File: src/rtl/xmem_pkg.sv
package xmem_pkg;

    // Sequencer phases of one off-chip access
    typedef enum logic [1:0] {
        XS_IDLE = 2'd0,
        XS_ADDR = 2'd1,
        XS_DATA = 2'd2,
        XS_HOLD = 2'd3
    } xs_state_e;

    // Data-space region of an address
    typedef enum logic [1:0] {
        RG_REGS = 2'd0,
        RG_IO   = 2'd1,
        RG_SRAM = 2'd2,
        RG_EXT  = 2'd3
    } region_e;

endpackage

File: src/rtl/xmem_decode.sv
module xmem_decode
    import xmem_pkg::*;
#(
    parameter int AW        = 16,
    parameter int REG_LAST  = 'h1F,
    parameter int IO_LAST   = 'h5F,
    parameter int SRAM_LAST = 'h15F
) (
    input  logic [AW-1:0] addr,
    output region_e       region
);

    localparam logic [AW-1:0] L_REG  = AW'(REG_LAST);
    localparam logic [AW-1:0] L_IO   = AW'(IO_LAST);
    localparam logic [AW-1:0] L_SRAM = AW'(SRAM_LAST);

    always_comb begin
        if (addr <= L_REG)       region = RG_REGS;
        else if (addr <= L_IO)   region = RG_IO;
        else if (addr <= L_SRAM) region = RG_SRAM;
        else                     region = RG_EXT;
    end

endmodule

File: src/rtl/xmem_seq.sv
module xmem_seq
    import xmem_pkg::*;
#(
    parameter int AW = 16,
    parameter int DW = 8
) (
    input  logic          clk,
    input  logic          rst_n,
    input  logic          start,
    input  logic          we_in,
    input  logic [AW-1:0] addr_in,
    input  logic [DW-1:0] wdata_in,
    input  logic          stretch_in,
    output xs_state_e     state,
    output logic          cmd_we,
    output logic [AW-1:0] cmd_addr,
    output logic [DW-1:0] cmd_wdata,
    output logic          ale,
    output logic          rd_n,
    output logic          wr_n,
    output logic          drive_addr,
    output logic          drive_data,
    output logic          busy,
    output logic          last
);

    xs_state_e state_nx;
    logic      cmd_stretch;

    // State register and command capture
    always_ff @(posedge clk or negedge rst_n) begin
        if (!rst_n) begin
            state       <= XS_IDLE;
            cmd_we      <= 1'b0;
            cmd_addr    <= '0;
            cmd_wdata   <= '0;
            cmd_stretch <= 1'b0;
        end else begin
            state <= state_nx;
            if (state == XS_IDLE && start) begin
                cmd_we      <= we_in;
                cmd_addr    <= addr_in;
                cmd_wdata   <= wdata_in;
                cmd_stretch <= stretch_in;
            end
        end
    end

    // Next state
    always_comb begin
        state_nx = state;
        unique case (state)
            XS_IDLE: if (start) state_nx = XS_ADDR;
            XS_ADDR: state_nx = XS_DATA;
            XS_DATA: state_nx = cmd_stretch ? XS_HOLD : XS_IDLE;
            XS_HOLD: state_nx = XS_IDLE;
        endcase
    end

    // Outputs per state
    always_comb begin
        ale        = 1'b0;
        rd_n       = 1'b1;
        wr_n       = 1'b1;
        drive_addr = 1'b0;
        drive_data = 1'b0;
        busy       = 1'b1;
        last       = 1'b0;
        unique case (state)
            XS_IDLE: busy = 1'b0;
            XS_ADDR: begin
                ale        = 1'b1;
                drive_addr = 1'b1;
            end
            XS_DATA: begin
                rd_n       = cmd_we;
                wr_n       = !cmd_we;
                drive_data = cmd_we;
                last       = !cmd_stretch;
            end
            XS_HOLD: begin
                rd_n       = cmd_we;
                wr_n       = !cmd_we;
                drive_data = cmd_we;
                last       = 1'b1;
            end
        endcase
    end

    // latch strobe lasts one cycle
    p_ale_single_r5: assert property (@(posedge clk) disable iff (!rst_n)
        ale |=> !ale);

    // a data strobe follows the latch strobe
    p_addr_then_data_r5: assert property (@(posedge clk) disable iff (!rst_n)
        ale |=> (!rd_n || !wr_n));

    // never both strobes
    p_strobe_excl_r7: assert property (@(posedge clk) disable iff (!rst_n)
        !(!rd_n && !wr_n));

    // stretch cycle follows a data cycle with the same strobe
    p_hold_after_data_r9: assert property (@(posedge clk) disable iff (!rst_n)
        (state == XS_HOLD) |-> ($past(state) == XS_DATA && $stable(rd_n) && $stable(wr_n)));

endmodule

File: src/rtl/xmem_pins.sv
module xmem_pins #(
    parameter int DW = 8,
    parameter int HW = 8
) (
    input  logic          own_bus,
    input  logic          drive_addr,
    input  logic          drive_data,
    input  logic          busy,
    input  logic [DW-1:0] addr_lo,
    input  logic [HW-1:0] addr_hi,
    input  logic [DW-1:0] wdata,
    input  logic [DW-1:0] gp_a_out,
    input  logic [DW-1:0] gp_a_oe,
    input  logic [HW-1:0] gp_c_out,
    input  logic [HW-1:0] gp_c_oe,
    output logic [DW-1:0] ad_out,
    output logic [DW-1:0] ad_oe,
    output logic [HW-1:0] ahi_out,
    output logic [HW-1:0] ahi_oe
);

    always_comb begin
        if (!own_bus) begin
            ad_out  = gp_a_out;
            ad_oe   = gp_a_oe;
            ahi_out = gp_c_out;
            ahi_oe  = gp_c_oe;
        end else begin
            ahi_out = busy ? addr_hi : '0;
            ahi_oe  = busy ? '1 : '0;
            if (drive_addr) begin
                ad_out = addr_lo;
                ad_oe  = '1;
            end else if (drive_data) begin
                ad_out = wdata;
                ad_oe  = '1;
            end else begin
                ad_out = '0;
                ad_oe  = '0;
            end
        end
    end

endmodule

File: src/rtl/xmem_bridge.sv
module xmem_bridge
    import xmem_pkg::*;
#(
    parameter int AW        = 16,
    parameter int DW        = 8,
    parameter int REG_LAST  = 'h1F,
    parameter int IO_LAST   = 'h5F,
    parameter int SRAM_LAST = 'h15F
) (
    input  logic          clk,
    input  logic          rst_n,
    input  logic          bus_req,
    input  logic          bus_we,
    input  logic [AW-1:0] bus_addr,
    input  logic [DW-1:0] bus_wdata,
    output logic [DW-1:0] bus_rdata,
    output logic          bus_ready,
    output logic          sel_regs,
    output logic          sel_io,
    output logic          sel_sram,
    input  logic          xmem_enable,
    input  logic          xmem_wait,
    input  logic [DW-1:0] gp_a_out,
    input  logic [DW-1:0] gp_a_oe,
    input  logic [AW-DW-1:0] gp_c_out,
    input  logic [AW-DW-1:0] gp_c_oe,
    output logic [DW-1:0] ad_out,
    output logic [DW-1:0] ad_oe,
    input  logic [DW-1:0] ad_in,
    output logic [AW-DW-1:0] ahi_out,
    output logic [AW-DW-1:0] ahi_oe,
    output logic          ale,
    output logic          rd_n,
    output logic          wr_n
);

    localparam int HW = AW - DW;

    region_e       region;
    xs_state_e     state;
    logic          start, idle_req;
    logic          cmd_we, drive_addr, drive_data, busy, last;
    logic [AW-1:0] cmd_addr;
    logic [DW-1:0] cmd_wdata;

    xmem_decode #(
        .AW(AW), .REG_LAST(REG_LAST), .IO_LAST(IO_LAST), .SRAM_LAST(SRAM_LAST)
    ) u_decode (
        .addr   (bus_addr),
        .region (region)
    );

    assign idle_req = bus_req && (state == XS_IDLE);
    assign start    = idle_req && xmem_enable && (region == RG_EXT);

    xmem_seq #(.AW(AW), .DW(DW)) u_seq (
        .clk        (clk),
        .rst_n      (rst_n),
        .start      (start),
        .we_in      (bus_we),
        .addr_in    (bus_addr),
        .wdata_in   (bus_wdata),
        .stretch_in (xmem_wait),
        .state      (state),
        .cmd_we     (cmd_we),
        .cmd_addr   (cmd_addr),
        .cmd_wdata  (cmd_wdata),
        .ale        (ale),
        .rd_n       (rd_n),
        .wr_n       (wr_n),
        .drive_addr (drive_addr),
        .drive_data (drive_data),
        .busy       (busy),
        .last       (last)
    );

    xmem_pins #(.DW(DW), .HW(HW)) u_pins (
        .own_bus    (xmem_enable || busy),
        .drive_addr (drive_addr),
        .drive_data (drive_data),
        .busy       (busy),
        .addr_lo    (cmd_addr[DW-1:0]),
        .addr_hi    (cmd_addr[AW-1:DW]),
        .wdata      (cmd_wdata),
        .gp_a_out   (gp_a_out),
        .gp_a_oe    (gp_a_oe),
        .gp_c_out   (gp_c_out),
        .gp_c_oe    (gp_c_oe),
        .ad_out     (ad_out),
        .ad_oe      (ad_oe),
        .ahi_out    (ahi_out),
        .ahi_oe     (ahi_oe)
    );

    assign sel_regs  = idle_req && (region == RG_REGS);
    assign sel_io    = idle_req && (region == RG_IO);
    assign sel_sram  = idle_req && (region == RG_SRAM);
    assign bus_ready = (idle_req && !start) || last;
    assign bus_rdata = (last && !cmd_we) ? ad_in : '0;

    // shared port floats while the read strobe is low
    p_read_float_r8: assert property (@(posedge clk) disable iff (!rst_n)
        !rd_n |-> (ad_oe == '0));

    // write strobe only with the port driven
    p_write_drive_r7: assert property (@(posedge clk) disable iff (!rst_n)
        !wr_n |-> (ad_oe == '1));

    // high address held from address phase into data phase
    p_hi_stable_r6: assert property (@(posedge clk) disable iff (!rst_n)
        ale |=> ($stable(ahi_out) && ahi_oe == '1));

    // internal selects never coincide with external signalling
    p_int_quiet_r2: assert property (@(posedge clk) disable iff (!rst_n)
        (sel_regs || sel_io || sel_sram) |-> (!ale && rd_n && wr_n && bus_ready));

    // at most one select
    p_sel_onehot_r2: assert property (@(posedge clk) disable iff (!rst_n)
        $onehot0({sel_regs, sel_io, sel_sram}));

endmodule

File: config.mk
export PLATFORM = sky130hd
export DESIGN_NAME = xmem_bridge
export DESIGN_NICKNAME = d
export VERILOG_FILES = /design/src/rtl/xmem_pkg.sv /design/src/rtl/xmem_decode.sv /design/src/rtl/xmem_seq.sv /design/src/rtl/xmem_pins.sv /design/src/rtl/xmem_bridge.sv
export SDC_FILE = /design/constraint.sdc
export NUM_CORES = 1
export LEC_CHECK = 0
export BUFFER_PORTS_ARGS = -buffer_cell sky130_fd_sc_hd__buf_4
export CELL_PAD_IN_SITES_DETAIL_PLACEMENT = 0
export CELL_PAD_IN_SITES_GLOBAL_PLACEMENT = 1
export CORE_MARGIN = 4
export CORE_UTILIZATION = 30
export CTS_BUF_LIST = sky130_fd_sc_hd__clkbuf_4 sky130_fd_sc_hd__clkbuf_8
export CTS_CLUSTER_DIAMETER = 40
export CTS_CLUSTER_SIZE = 28
export DETAILED_ROUTE_END_ITERATION = 8
export MAX_ROUTING_LAYER = met4
export PLACE_DENSITY_LB_ADDON = 0.25
export RECOVER_POWER = 50
export SYNTH_ARGS = -nofsm -noshare
export SYNTH_HDL_FRONTEND = slang
export SYNTH_SLANG_ARGS = --single-unit
File: constraint.sdc
create_clock -name clk -period 1.65 [get_ports clk]
set_input_delay 0.165 -clock clk [delete_from_list [all_inputs] [get_ports clk]]
set_output_delay 0.165 -clock clk [all_outputs]
set_load 0.01 [all_outputs]
Word-level counts from Yosys, hierarchy flattened
Cells that the tools add are included.
Cells by class
  magnitude comparators: 3
  equality and inequality tests: 7
  muxes and demuxes: 23
  reductions and logical operators: 17
Operators by type and width (count)
  $mux W8: 11
  $le A16 B5 Y1 const B: 1
  $le A16 B7 Y1 const B: 1
  $le A16 B9 Y1 const B: 1
  $logic_and A1 B1 Y1: 9
  $eq A2 B2 Y1 const B: 4
  $mux W2: 4
  $pmux W2 S4: 1
  $mux W1: 6
  $eq A2 B1 Y1 const B: 2
  $logic_not A2 Y1: 2
  $logic_not A1 Y1: 3
  $logic_or A1 B1 Y1: 2
  $ne A2 B2 Y1 const B: 1
  $pmux W1 S2: 1
  $reduce_or A2 Y1: 1
Storage, ports and cells
  bits in registers: 28
  output and inout bits: 47
  logic and storage cells: 55

Depth between registers and ports, before layout
  depth after elaboration: 9
  gate-level depth with buffers: 6

Cells and area by module
A second synthesis with hierarchy kept.
Unflattened totals
  cell total of the unflattened synthesis: 173
  area total of the unflattened synthesis: 1766.7 um2
Modules (own cells, without submodules)
  xmem_seq: times used 1, cells each 70, area an instance 1114.8 um2
  xmem_pins: times used 1, cells each 77, area an instance 470.5 um2
  xmem_bridge: times used 1, cells each 18, area an instance 125.1 um2
  xmem_decode: times used 1, cells each 8, area an instance 56.3 um2

Worst setup path before layout
Ideal clock, no wire load.
  path type: register to output
  from: reg u_seq.state[1]
  to: out sel_regs
  arrival: 1.456 ns
  path slack: 0.029 ns
  stages on the path, launching flop included: 5
  path buffers: 0
  path through: dfrtp_1 > nor2_2 > nand4_1 > or3_1 > nor3_1
Between the ends
  cells in the longest elaborated chain, start to end: 3
RTL lines
  start, declared: RTL line xmem_seq.sv:14  | output xs_state_e state,
  start signal, assigned: RTL line xmem_seq.sv:39  | state <= state_nx;
  $logic_not A2 Y1: RTL line xmem_bridge.sv:53  | assign idle_req = bus_req && (state == XS_IDLE);
  $logic_and A1 B1 Y1: RTL line xmem_bridge.sv:53
  $logic_and A1 B1 Y1: RTL line xmem_bridge.sv:95  | assign sel_regs = idle_req && (region == RG_REGS);
  end, declared: RTL line xmem_bridge.sv:18  | output logic sel_regs,
No other way between the ends.

Worst setup path after layout
  from: reg u_seq.state[1]
  to: out ad_oe[6]
Between the ends
  cells in the longest elaborated chain, start to end: 6
  elaborated cells between the ends (all ways): 12
RTL lines
  $eq A2 B2 Y1: RTL line xmem_seq.sv:69  | unique case (state)
  $reduce_or A2 Y1 (no source line)
  $mux W1: RTL line xmem_seq.sv:69
  $mux W8: RTL line xmem_pins.sv:34  | end else if (drive_data) begin
  $mux W8: RTL line xmem_pins.sv:31  | if (drive_addr) begin
  $mux W8 *: RTL line xmem_pins.sv:23  | if (!own_bus) begin
  end, declared: RTL line xmem_bridge.sv:28  | output logic [DW-1:0] ad_oe,
Mark *: on every way between the ends. The rest lies on a longest branch, timed or not.

==> results.txt <==
The post-synthesis instance total is approximately 170. The number of distinct library cell variants in the gate-level netlist after synthesis came out at 26. The most frequent cell after synthesis is dfrtp_1. The setup slack after placement is approximately 0.022 ns.

The portion of synthesized area spent on multiplexers is 0.211. The first-pass GRT wire length is 8.47 mm. The footprint of the multi-input gates is between 900 and 1000 um2. The endpoint identified for the worst register-to-register timing path is u_seq.cmd_addr[10]. The slew at the pin with the worst max-slew slack is 0.686 ns. The remaining antenna violation count is 0. The number of buffers inserted during clock tree synthesis is 3.

In the final layout, the share of cells above drive strength 1 is 0.590. The post-route fraction of the period consumed by the critical path came out at 1.08. At the end of routability-driven placement, the weighted congestion stood at around 0.80. On the final layout, the worst clock skew is between 0.0015 and 0.002 ns. The largest fanout on the critical path came out at 14. The root buffer cell chosen for the clock tree is clkbuf_8.

The worst setup path is of the flip-flop to primary output kind. The final count of negative-setup-slack endpoints is 18. The share of the synthesized netlist area taken by xor and xnor gates is 0.0101. The cell type with the highest aggregate area in the netlist is dfrtp_1. For this configuration, the core starts out at a cell density of 0.312.

The initial antenna violation count came to 0. The deepest clock path buffer count is 2. After synthesis, the cell types taking the most area are dfrtp_1, mux2_4, a222oi_1. On the worst path, the slowest cell contributes a delay of approximately 0.47 ns.

The final worst-path setup slack is -0.133 ns. Walking the worst path, the cells encountered are or2_4 > nor2_2 > buf_12 > buf_4 > a21o_1 > buf_4. The post-synthesis sequential element count is 28.

In the synthesized netlist the dominant register cell turns out to be dfrtp_1. The die covers approximately 7000 um2. The total via count in the routed design is between 1500 and 2000. Headroom to the max-slew limit came out at 0.543. The count of cells along the worst register-to-register path came out at 5.

The floorplan has 27 rows. The number of warnings issued by yosys is 0. The worst ir drop on vdd came out at 0.000734 V. The leakage dissipation came out at 1.60 nW. In this run the vertical extent of the chip is roughly 84 um. After detailed routing, the met3 layer carries between 400 and 500 um of wire. In this run, synthesis inferred 0 flip-flops with an integrated enable. The number of sinks handled by clock tree synthesis came out at 28.

The number of antenna diodes in the final layout is 0. The post-detailed-route DRC marker count came out at 0. The routed design has just over 5 mm of wire. The CTS tree is done. After detailed placement, the design holds a cell count of 356.

The ratio of total power to cell area is between 1500 and 2000 nW/um2. The sequential fraction of the synthesis area is 0.406. The timing-limited maximum frequency is roughly 560 MHz. The slack of the worst reg-to-reg path came out at about 0.16 ns. In this design, the critical path's most frequently occurring cell is buf_4. The worst endpoint data arrival time came out at approximately 1.6 ns. The sequential cell area came out at about 700 um2. The final critical path time including I/O delays and setup came out at 1.78 ns. The horizontal die dimension is 83.9 um. The boundary pin count is between 100 and 150. Of the total synthesized cell area, the portion taken by full adders, half adders and majority gates is 0. The depth of the worst hold-timing path is 2. Of the total synthesized cell area, the portion taken by AND, OR, NAND and NOR gates is 0.178. The compound-gate portion of the synthesized area is 0.122.

For this run, the total global-route usage over all layers was measured as 0.149. The detailed route wirelength on metal2 is 2.52 mm. After detailed routing, the wire length on met1 is between 2 and 2.5 mm. The path class of the lowest-slack min-delay path is input port to flip-flop. The synthesis-to-finish area growth is 68.0%. Using the TritonRoute via totals, the vias-per-cell ratio works out to 4.64. The final layout contains between 300 and 400 nets. The H-tree depth is 1.

The run finished, with violations left. The clock insertion delay at the later pin of the skew report came out at between 0.2 and 0.3 ns. The post-synthesis instance area is ~1700 um2.

The final hold violation count is 0. Global routing finished with a remaining overflow of 0. The launch instance of the worst register-to-register path is u_seq.state[1].

The via count of the first global-routing pass came out at 1804. The max-cap violation count came out at 0. Grouping stages by cell kind, the critical path spends the most delay in flip-flops.

The net count after synthesis came out at around 240. The average size of a mapped cell is around 10 um2. By area, the combinational part of the netlist is dominated by multiplexers.

The count of buffer and inverter cells on the critical path is 3. The number of optimization iterations in the first detailed-route pass came out at 5. STA classifies the critical path endpoint as a primary output.

The final hold slack is roughly 0.12 ns. The top cell type's share of synthesized area came out at 0.406. The count of buffers from port buffering is approximately 120. The largest net degree at the start of global routing is 29. Counting the fill cells in the layout gives a little over 500. The final non-filler cell total came out at around 360. Detailed placement finished with a half-perimeter wire length of between 4 and 5 mm. The total core area came out at roughly 5500 um2. The worst hold path startpoint is bus_addr[1]. Setup repair after global routing could not meet its margin everywhere. The worst hold path terminates at u_seq.cmd_addr[1]. The final reports fail on negative setup slack.

The final number of max-transition violations came out at 0. For this design, the slowest cell found on the critical path is dfrtp_2. The required time at the worst-slack endpoint came out at approximately 1.5 ns. The average wire per standard cell came out at 14.3 um. The topmost layer with routed signal wires is met4. STA classifies the critical path startpoint as a flip-flop. The DRC marker count from the first detailed-route iteration came out at 73. The clock-pin slew reported for the worst setup and hold paths after clock tree synthesis came out at approximately 0.090 ns. In the synthesized netlist, the cells that appear most often are dfrtp_1, inv_1, mux2_4, nand2_1. In the synthesized netlist the async set-or-reset flop fraction comes to 1.00.
-- cells by family (layout without fill, tap and decap cells) --
group / Yosys count / after routing
AO/OA/AOI/OAI: 28 / 28
XOR/XNOR: 2 / 2
buffers and inverters: 29 / 153
flip-flops: 28 / 28
multiplexers: 26 / 26
AND/OR/NAND/NOR: 53 / 53
-- state kept, by name (all words and copies together) (netlist names) --
register / cells
u_seq.cmd_stretch: 1
u_seq.cmd_addr: 16
u_seq.cmd_wdata: 8
u_seq.cmd_we: 1
u_seq.state: 2
-- timing repair --
item / CTS / global route
endpoints found under the hold margin: 28 / 0
buffers inserted: 1 / 1
resized for setup: 10 / 12
hold buffers: 1 / 0
endpoints found under the setup margin: 38 / 40
pin swaps: 10 / 4
-- layout make-up --
type / count / area share
Clock buffer: 4 / 0.0190
Inverter: 19 / 0.0246
Multi-Input combinational cell: 109 / 0.319
Sequential cell: 28 / 0.242
Tap cell: 72 / 0.0311
Timing Repair Buffer: 130 / 0.364
-- worst max path at each step --
stage | startpoint | to | slack (ns) | depth (start not counted)
2_1_floorplan | u_seq.state[1] | sel_regs | 0.03 | 4
3_3_place_gp | bus_addr[13] | sel_regs | 0.02 | 6
3_5_place_dp | bus_addr[13] | sel_regs | 0.02 | 6
4_1_cts | u_seq.state[0] | sel_regs | -0.15 | 5
5_1_grt | u_seq.state[1] | ad_out[3] | -0.28 | 6
6_report | u_seq.state[1] | ad_oe[6] | -0.13 | 6
-- cell usage in the layout (no fill, tap or decap), types with 2 or more instances in the layout --
cell      count
dfrtp_2       2
nor2_1        2
nand3b_1      9
nand2_1      19
mux2_4       19
xnor2_1       2
dfrtp_1      26
nor2_2        2
mux2_2        7
clkbuf_8      4
inv_1        18
buf_6        10
nand2b_1      2
buf_4       113
o21ai_0       9
and2_1        9
a21o_1        9
buf_12        3
a222oi_1      8
-- report_power, final --
group	internal, mW	switching, mW	total, mW
combinational	1.69	1.16	2.85
sequential	1.03	0.238	1.27
clock	0.214	0.210	0.423
total	2.93	1.61	4.55
-- layer usage --
metal | global-route usage | vias up
li1 | - | 816
met1 | 0.182 | 768
met2 | 0.247 | 91
met3 | 0.0444 | 6
met4 | 0.0219 | 0
met5 | - | -
-- stage by stage --
stage                     power (mW)  TNS [ns]  utilization  area, um2
final                           4.55     -1.36        0.523       2900
after global routing            4.89     -3.96        0.523       2900
after CTS                       4.51     -1.54        0.516       2860
after detailed placement        3.98         0        0.498       2760
after global placement          3.96         0        0.498       2760
after floorplan                 2.67         0            -       1730
Power figures use the tool's default switching activity.
